`src/rtl/i2c_mode_pkg.sv`:
```
package i2c_mode_pkg;
  typedef enum logic [1:0] {
    MODE_SRX = 2'b00,
    MODE_STX = 2'b01,
    MODE_MRX = 2'b10,
    MODE_MTX = 2'b11
  } mode_e;

  typedef struct packed {
    logic       en;
    logic       rxdis;
    logic       mst;
    logic       trs;
    logic [3:0] cks;
  } ctl_t;
endpackage

```
`src/rtl/i2c_mode_evt.sv`:
```
module i2c_mode_evt
  import i2c_mode_pkg::*;
(
  input  ctl_t       cur,
  input  logic       wr_en,
  input  logic [7:0] wr_data,
  input  logic       fmt_sync,
  input  logic       arb_lost,
  input  logic       addr_match_rd,
  input  logic       overrun,
  output ctl_t       nxt,
  output logic       load,
  output logic       hw_fire
);
  logic al_hit, am_hit, ov_hit;

  always_comb begin
    al_hit = cur.en & ~fmt_sync & arb_lost & cur.mst;
    am_hit = cur.en & ~fmt_sync & addr_match_rd & ~cur.mst & ~cur.trs;
    ov_hit = cur.en & fmt_sync & overrun & cur.mst;
    hw_fire = al_hit | am_hit | ov_hit;
    load = wr_en | hw_fire;

    nxt = wr_en ? ctl_t'(wr_data) : cur;
    if (al_hit) begin
      nxt.mst = 1'b0;
      nxt.trs = 1'b0;
    end
    if (am_hit) nxt.trs = 1'b1;
    if (ov_hit) nxt.mst = 1'b0;
  end
endmodule

```
`src/rtl/i2c_mode_regs.sv`:
```
module i2c_mode_regs
  import i2c_mode_pkg::*;
(
  input  logic clk,
  input  logic rst_n,
  input  ctl_t nxt,
  input  logic load,
  input  logic hw_fire,
  input  logic rxdata_read,
  output ctl_t cur,
  output logic rx_allow,
  output logic hw_evt
);
  logic rx_load;
  logic rx_nxt;

  always_comb begin
    rx_load = rxdata_read & ~cur.trs;
    rx_nxt  = ~cur.rxdis;
  end

  always_ff @(posedge clk or negedge rst_n) begin
    if (!rst_n) cur <= '0;
    else if (load) cur <= nxt;
  end

  always_ff @(posedge clk or negedge rst_n) begin
    if (!rst_n) rx_allow <= 1'b1;
    else if (rx_load) rx_allow <= rx_nxt;
  end

  always_ff @(posedge clk or negedge rst_n) begin
    if (!rst_n) hw_evt <= 1'b0;
    else hw_evt <= hw_fire;
  end
endmodule

```
`src/rtl/i2c_mode_dec.sv`:
```
module i2c_mode_dec
  import i2c_mode_pkg::*;
#(
  parameter int SETUP_SHORT = 10,
  parameter int SETUP_LONG  = 20,
  parameter int SW          = 5
) (
  input  ctl_t          cur,
  input  logic          fmt_sync,
  output logic [1:0]    mode,
  output logic          pins_drive,
  output logic          sclk_out_en,
  output logic [SW-1:0] setup_cycles
);
  mode_e m;

  always_comb begin
    m           = mode_e'({cur.mst, cur.trs});
    mode        = m;
    pins_drive  = cur.en;
    sclk_out_en = cur.en & fmt_sync & cur.mst;
    if (m == MODE_STX)
      setup_cycles = cur.cks[3] ? SW'(SETUP_LONG) : SW'(SETUP_SHORT);
    else
      setup_cycles = '0;
  end
endmodule

```
`src/rtl/i2c_mode_ctl.sv`:
```
module i2c_mode_ctl
  import i2c_mode_pkg::*;
#(
  parameter int SETUP_SHORT = 10,
  parameter int SETUP_LONG  = 20,
  localparam int SW         = $clog2(SETUP_LONG + 1)
) (
  input  logic          clk,
  input  logic          rst_n,
  input  logic          wr_en,
  input  logic [7:0]    wr_data,
  output logic [7:0]    rd_data,
  input  logic          fmt_sync,
  input  logic          arb_lost,
  input  logic          addr_match_rd,
  input  logic          overrun,
  input  logic          rxdata_read,
  output logic [1:0]    mode,
  output logic          pins_drive,
  output logic          rx_allow,
  output logic [SW-1:0] setup_cycles,
  output logic          sclk_out_en,
  output logic          hw_evt
);
  ctl_t cur, nxt;
  logic load, hw_fire;

  i2c_mode_evt evt_i (
    .cur(cur), .wr_en(wr_en), .wr_data(wr_data), .fmt_sync(fmt_sync),
    .arb_lost(arb_lost), .addr_match_rd(addr_match_rd), .overrun(overrun),
    .nxt(nxt), .load(load), .hw_fire(hw_fire)
  );

  i2c_mode_regs regs_i (
    .clk(clk), .rst_n(rst_n), .nxt(nxt), .load(load), .hw_fire(hw_fire),
    .rxdata_read(rxdata_read), .cur(cur), .rx_allow(rx_allow), .hw_evt(hw_evt)
  );

  i2c_mode_dec #(.SETUP_SHORT(SETUP_SHORT), .SETUP_LONG(SETUP_LONG), .SW(SW)) dec_i (
    .cur(cur), .fmt_sync(fmt_sync), .mode(mode), .pins_drive(pins_drive),
    .sclk_out_en(sclk_out_en), .setup_cycles(setup_cycles)
  );

  assign rd_data = cur;
endmodule

```
`config.mk`:
```
export PLATFORM = sky130hd
export DESIGN_NAME = i2c_mode_ctl
export DESIGN_NICKNAME = d
export VERILOG_FILES = /design/src/rtl/i2c_mode_pkg.sv /design/src/rtl/i2c_mode_evt.sv /design/src/rtl/i2c_mode_regs.sv /design/src/rtl/i2c_mode_dec.sv /design/src/rtl/i2c_mode_ctl.sv
export SDC_FILE = /design/constraint.sdc
export NUM_CORES = 1
export LEC_CHECK = 0
export BUFFER_PORTS_ARGS = -buffer_cell sky130_fd_sc_hd__buf_2
export CAP_MARGIN = 20
export CORE_MARGIN = 2
export CORE_UTILIZATION = 38
export DETAILED_ROUTE_END_ITERATION = 10
export PLACE_DENSITY = 0.76
export SLEW_MARGIN = 20
export SYNTH_ARGS = -nofsm -noshare
export SYNTH_HDL_FRONTEND = slang
export SYNTH_SLANG_ARGS = --single-unit
export TNS_END_PERCENT = 50
```
`constraint.sdc`:
```
create_clock -name clk -period 1.05 [get_ports clk]
set_input_delay 0.21 -clock clk [delete_from_list [all_inputs] [get_ports clk]]
set_output_delay 0.21 -clock clk [all_outputs]
set_load 0.05 [all_outputs]
```
==> results.sh <==
export IMPL_status="finished with violations"
export IMPL_violations="negative setup slack"
export IMPL_ios=35
export IMPL_r2r_end="regs_i.cur[4]"
export IMPL_nNetsFinal=95
export IMPL_r2r_cells=4
export IMPL_synth_cell_type_count=19
export IMPL_rows=13
export IMPL_path_delay_family="flip-flops"
export IMPL_grt_total_usage_pct=18.6
export IMPL_fin_crit_sh_pct=135
export IMPL_vdd_drop_max_uv=1000
export IMPL_die_w_um=40.1
export IMPL_cts_root_buffer="clkbuf_4"
export IMPL_syn_nets=57
export IMPL_htreeDepth=1
export IMPL_antenna_found_initial=0
export IMPL_p_per_area_nw_per_um2=1740
export IMPL_multi_input_area_um2=213
export IMPL_coreArea_um2=1250
export IMPL_path_clk_slew_ps=60
export IMPL_worstPathCellList="and3b_2 -> buf_6"
export IMPL_die_area_um2=1610
export IMPL_via_per_inst=4.75
export IMPL_initial_core_util_pct=39.6
export IMPL_maxCapViolCount=0
export IMPL_grt_pass1_wl_um=1810
export IMPL_ant_nets=0
export IMPL_crit_fanout=5
export IMPL_crit_arrival_ps=1200
export IMPL_endpoint_kind="output port"
export IMPL_regToRegSetupSlack_ps=-140
export IMPL_fin_util_pct=71.4
export IMPL_use_met2_pct=33.5
export IMPL_die_h_um=40.1
export IMPL_dp_hpwl_um=834
export IMPL_grt_max_degree=11
export IMPL_finalCriticalPeriod_ps=1410
export IMPL_dr_pass1_iters=2
export IMPL_grt_pass1_vias=435
export IMPL_cpMaxStageDelayCell="dfrtp_4"
export IMPL_fmax_mhz=708
export IMPL_cp_startpoint="regs_i.cur[5]"
export IMPL_p_total_mw=1.56
export IMPL_drive_gt1_share_pct=78.2
export IMPL_synthToLayoutAreaGrowth_pct=80.6
export IMPL_dr_total_vias=442
export IMPL_yosysSeqAreaShare_pct=50.8
export IMPL_worst_clock_skew_ps=2.40
export IMPL_synth_seq_cells=10
export IMPL_slew_violations=0
export IMPL_synth_area_um2=495
export IMPL_yosysWarnings=0
export IMPL_grtUsageMet3_pct=8.33
export IMPL_layout_setup_ws_ps=-363
export IMPL_final_hold_viol_count=0
export IMPL_setup_violations=15
export IMPL_drt_iter0_markers=1
export IMPL_final_cells=93
export IMPL_register_area_um2=259
export IMPL_gp_congestion=0.720
export IMPL_r2r_start="regs_i.cur[5]"
export IMPL_route_detailed_drc=0
export IMPL_worst_ep_required_time_ps=840
export IMPL_clock_latency_ps=260
export IMPL_synth_cells=41
export IMPL_met1_usage_pct=16.3
export IMPL_endpoint="setup_cycles[2]"
export IMPL_finalWirelength_um=1250
export IMPL_cts_tree="built"
export IMPL_grt_busiest_layer="met2"
export IMPL_fillers=99
export IMPL_cts_buffers=3
export IMPL_start_kind="flip-flop"
export IMPL_leakagePower_nw=0.431
export IMPL_slowest_delay_ps=510
export IMPL_num_antenna_cells=0
export IMPL_hold_class="in2reg"
export IMPL_clock_sinks=10
export IMPL_placed_cells=86
export IMPL_rsz0062_at_grt="yes"
export IMPL_cp_buffers_inverters=1
export IMPL_cts_buffer_depth=2
export IMPL_avgSynthCellArea_um2=12.1
export IMPL_worstSetupPathType="reg2out"
export IMPL_fin_hold_ws_ps=177
export IMPL_grt_ovfl_total=0
export IMPL_crit_cells=2
export IMPL_post_drt_wl_per_cell_um=13.4
export IMPL_port_buffers=33
==> registers in the layout, indices dropped and copies added (netlist names) <==
register	flops
regs_i.cur	8
regs_i.hw_evt	1
regs_i.rx_allow	1
==> cell usage after synthesis <==
| cell type | n | area share [%] |
|---|---|---|
| o22ai_1 | 1 | 1.3 |
| conb_1 | 1 | 0.76 |
| nand2_1 | 2 | 1.5 |
| mux2_1 | 1 | 2.3 |
| dfstp_2 | 1 | 5.3 |
| and3_2 | 1 | 1.5 |
| dfrtp_1 | 9 | 45 |
| inv_1 | 2 | 1.5 |
| o21ai_1 | 1 | 1.0 |
| and3b_1 | 1 | 1.8 |
| mux2i_1 | 2 | 4.0 |
| buf_4 | 7 | 11 |
| nor3b_1 | 1 | 1.5 |
| a21oi_1 | 1 | 1.0 |
| mux2_2 | 5 | 11 |
| nor3b_2 | 1 | 2.5 |
| nor4b_2 | 1 | 3.0 |
| o21ai_0 | 2 | 2.0 |
| o31ai_1 | 1 | 1.5 |
==> layer usage <==
metal | vias up | wire, µm
li1 | 210 | -
met2 | 27 | 667
met4 | 0 | 29
met5 | - | 0
met3 | 4 | 94
met1 | 201 | 458
==> where the power goes <==
part | switching [mW] | internal [mW] | leakage, nW
combinational | 0.426 | 0.300 | 0.296
sequential | 0.0510 | 0.447 | 0.113
clock | 0.123 | 0.210 | 0.0210
==> cell type report <==
class / count / area share [%]
tap: 15 / 2.10
sequential: 10 / 29.0
inverter: 2 / 0.839
multi-input combinational: 22 / 23.8
clock buffer: 4 / 4.06
timing repair buffer: 40 / 40.3
==> per-stage QoR <==
step	area [µm²]	worst slack, ps	TNS (ps)
finish	895	-363	-2950
global route	895	-419	-3690
CTS	866	-375	-3020
detailed placement	681	-158	-835
global placement	681	-133	-682
floorplan	531	-547	-1500
==> placed cells by master (no fill, tap or decap) <==
| cell | instances |
|---|---|
| nand2_1 | 1 |
| dfstp_2 | 1 |
| dlygate4sd3_1 | 1 |
| clkbuf_4 | 3 |
| clkbuf_8 | 1 |
| conb_1 | 1 |
| buf_4 | 2 |
| and3b_2 | 1 |
| buf_8 | 5 |
| buf_2 | 16 |
| o31ai_1 | 1 |
| dfrtp_4 | 1 |
| a21oi_2 | 1 |
| dfrtp_2 | 3 |
| nor3b_4 | 1 |
| buf_6 | 16 |
| nor3b_2 | 1 |
| nand2_2 | 1 |
| nor4b_2 | 1 |
| o22ai_2 | 1 |
| dfrtp_1 | 5 |
| mux2_2 | 5 |
| mux2i_1 | 2 |
| o21ai_1 | 2 |
| mux2_1 | 1 |
| and3_4 | 1 |
| o21ai_0 | 1 |
| inv_1 | 2 |
==> logic make-up (layout without fill, tap and decap cells) <==
kind of cell    count (synthesis)  after routing  share of synthesized area [%]
compound gates                  6              6                           6.82
buf+inv                         9             46                           12.1
other cells                     1              1                          0.757
mux                             8              8                           17.7
simple gates                    7              7                           11.9
flops                          10             10                           50.8
==> tightest hold or removal path: cells and delay by family <==
family | cells | cell delay [ps]
buffers and inverters | 2 | 150
AO/OA/AOI/OAI | 1 | 70
==> worst min path at each step <==
stage | start | slack [ps] | to | cells after the start
floorplan | rst_n | -90 | regs_i.cur[0] | 0
global placement | rst_n | 80 | regs_i.cur[0] | 1
detailed placement | rst_n | 70 | regs_i.cur[2] | 1
CTS | rxdata_read | 170 | regs_i.rx_allow | 3
global route | rxdata_read | 160 | regs_i.rx_allow | 3
finish | rxdata_read | 180 | regs_i.rx_allow | 3
==> what timing repair did <==
item	CTS	global route
buffers inserted	2	1
pin swaps	3	0
setup endpoints to repair	21	23
resized for setup	39	9
endpoints found under the hold margin	9	0
hold buffers	1	0
No activity file was read; power rests on OpenSTA's default activity.
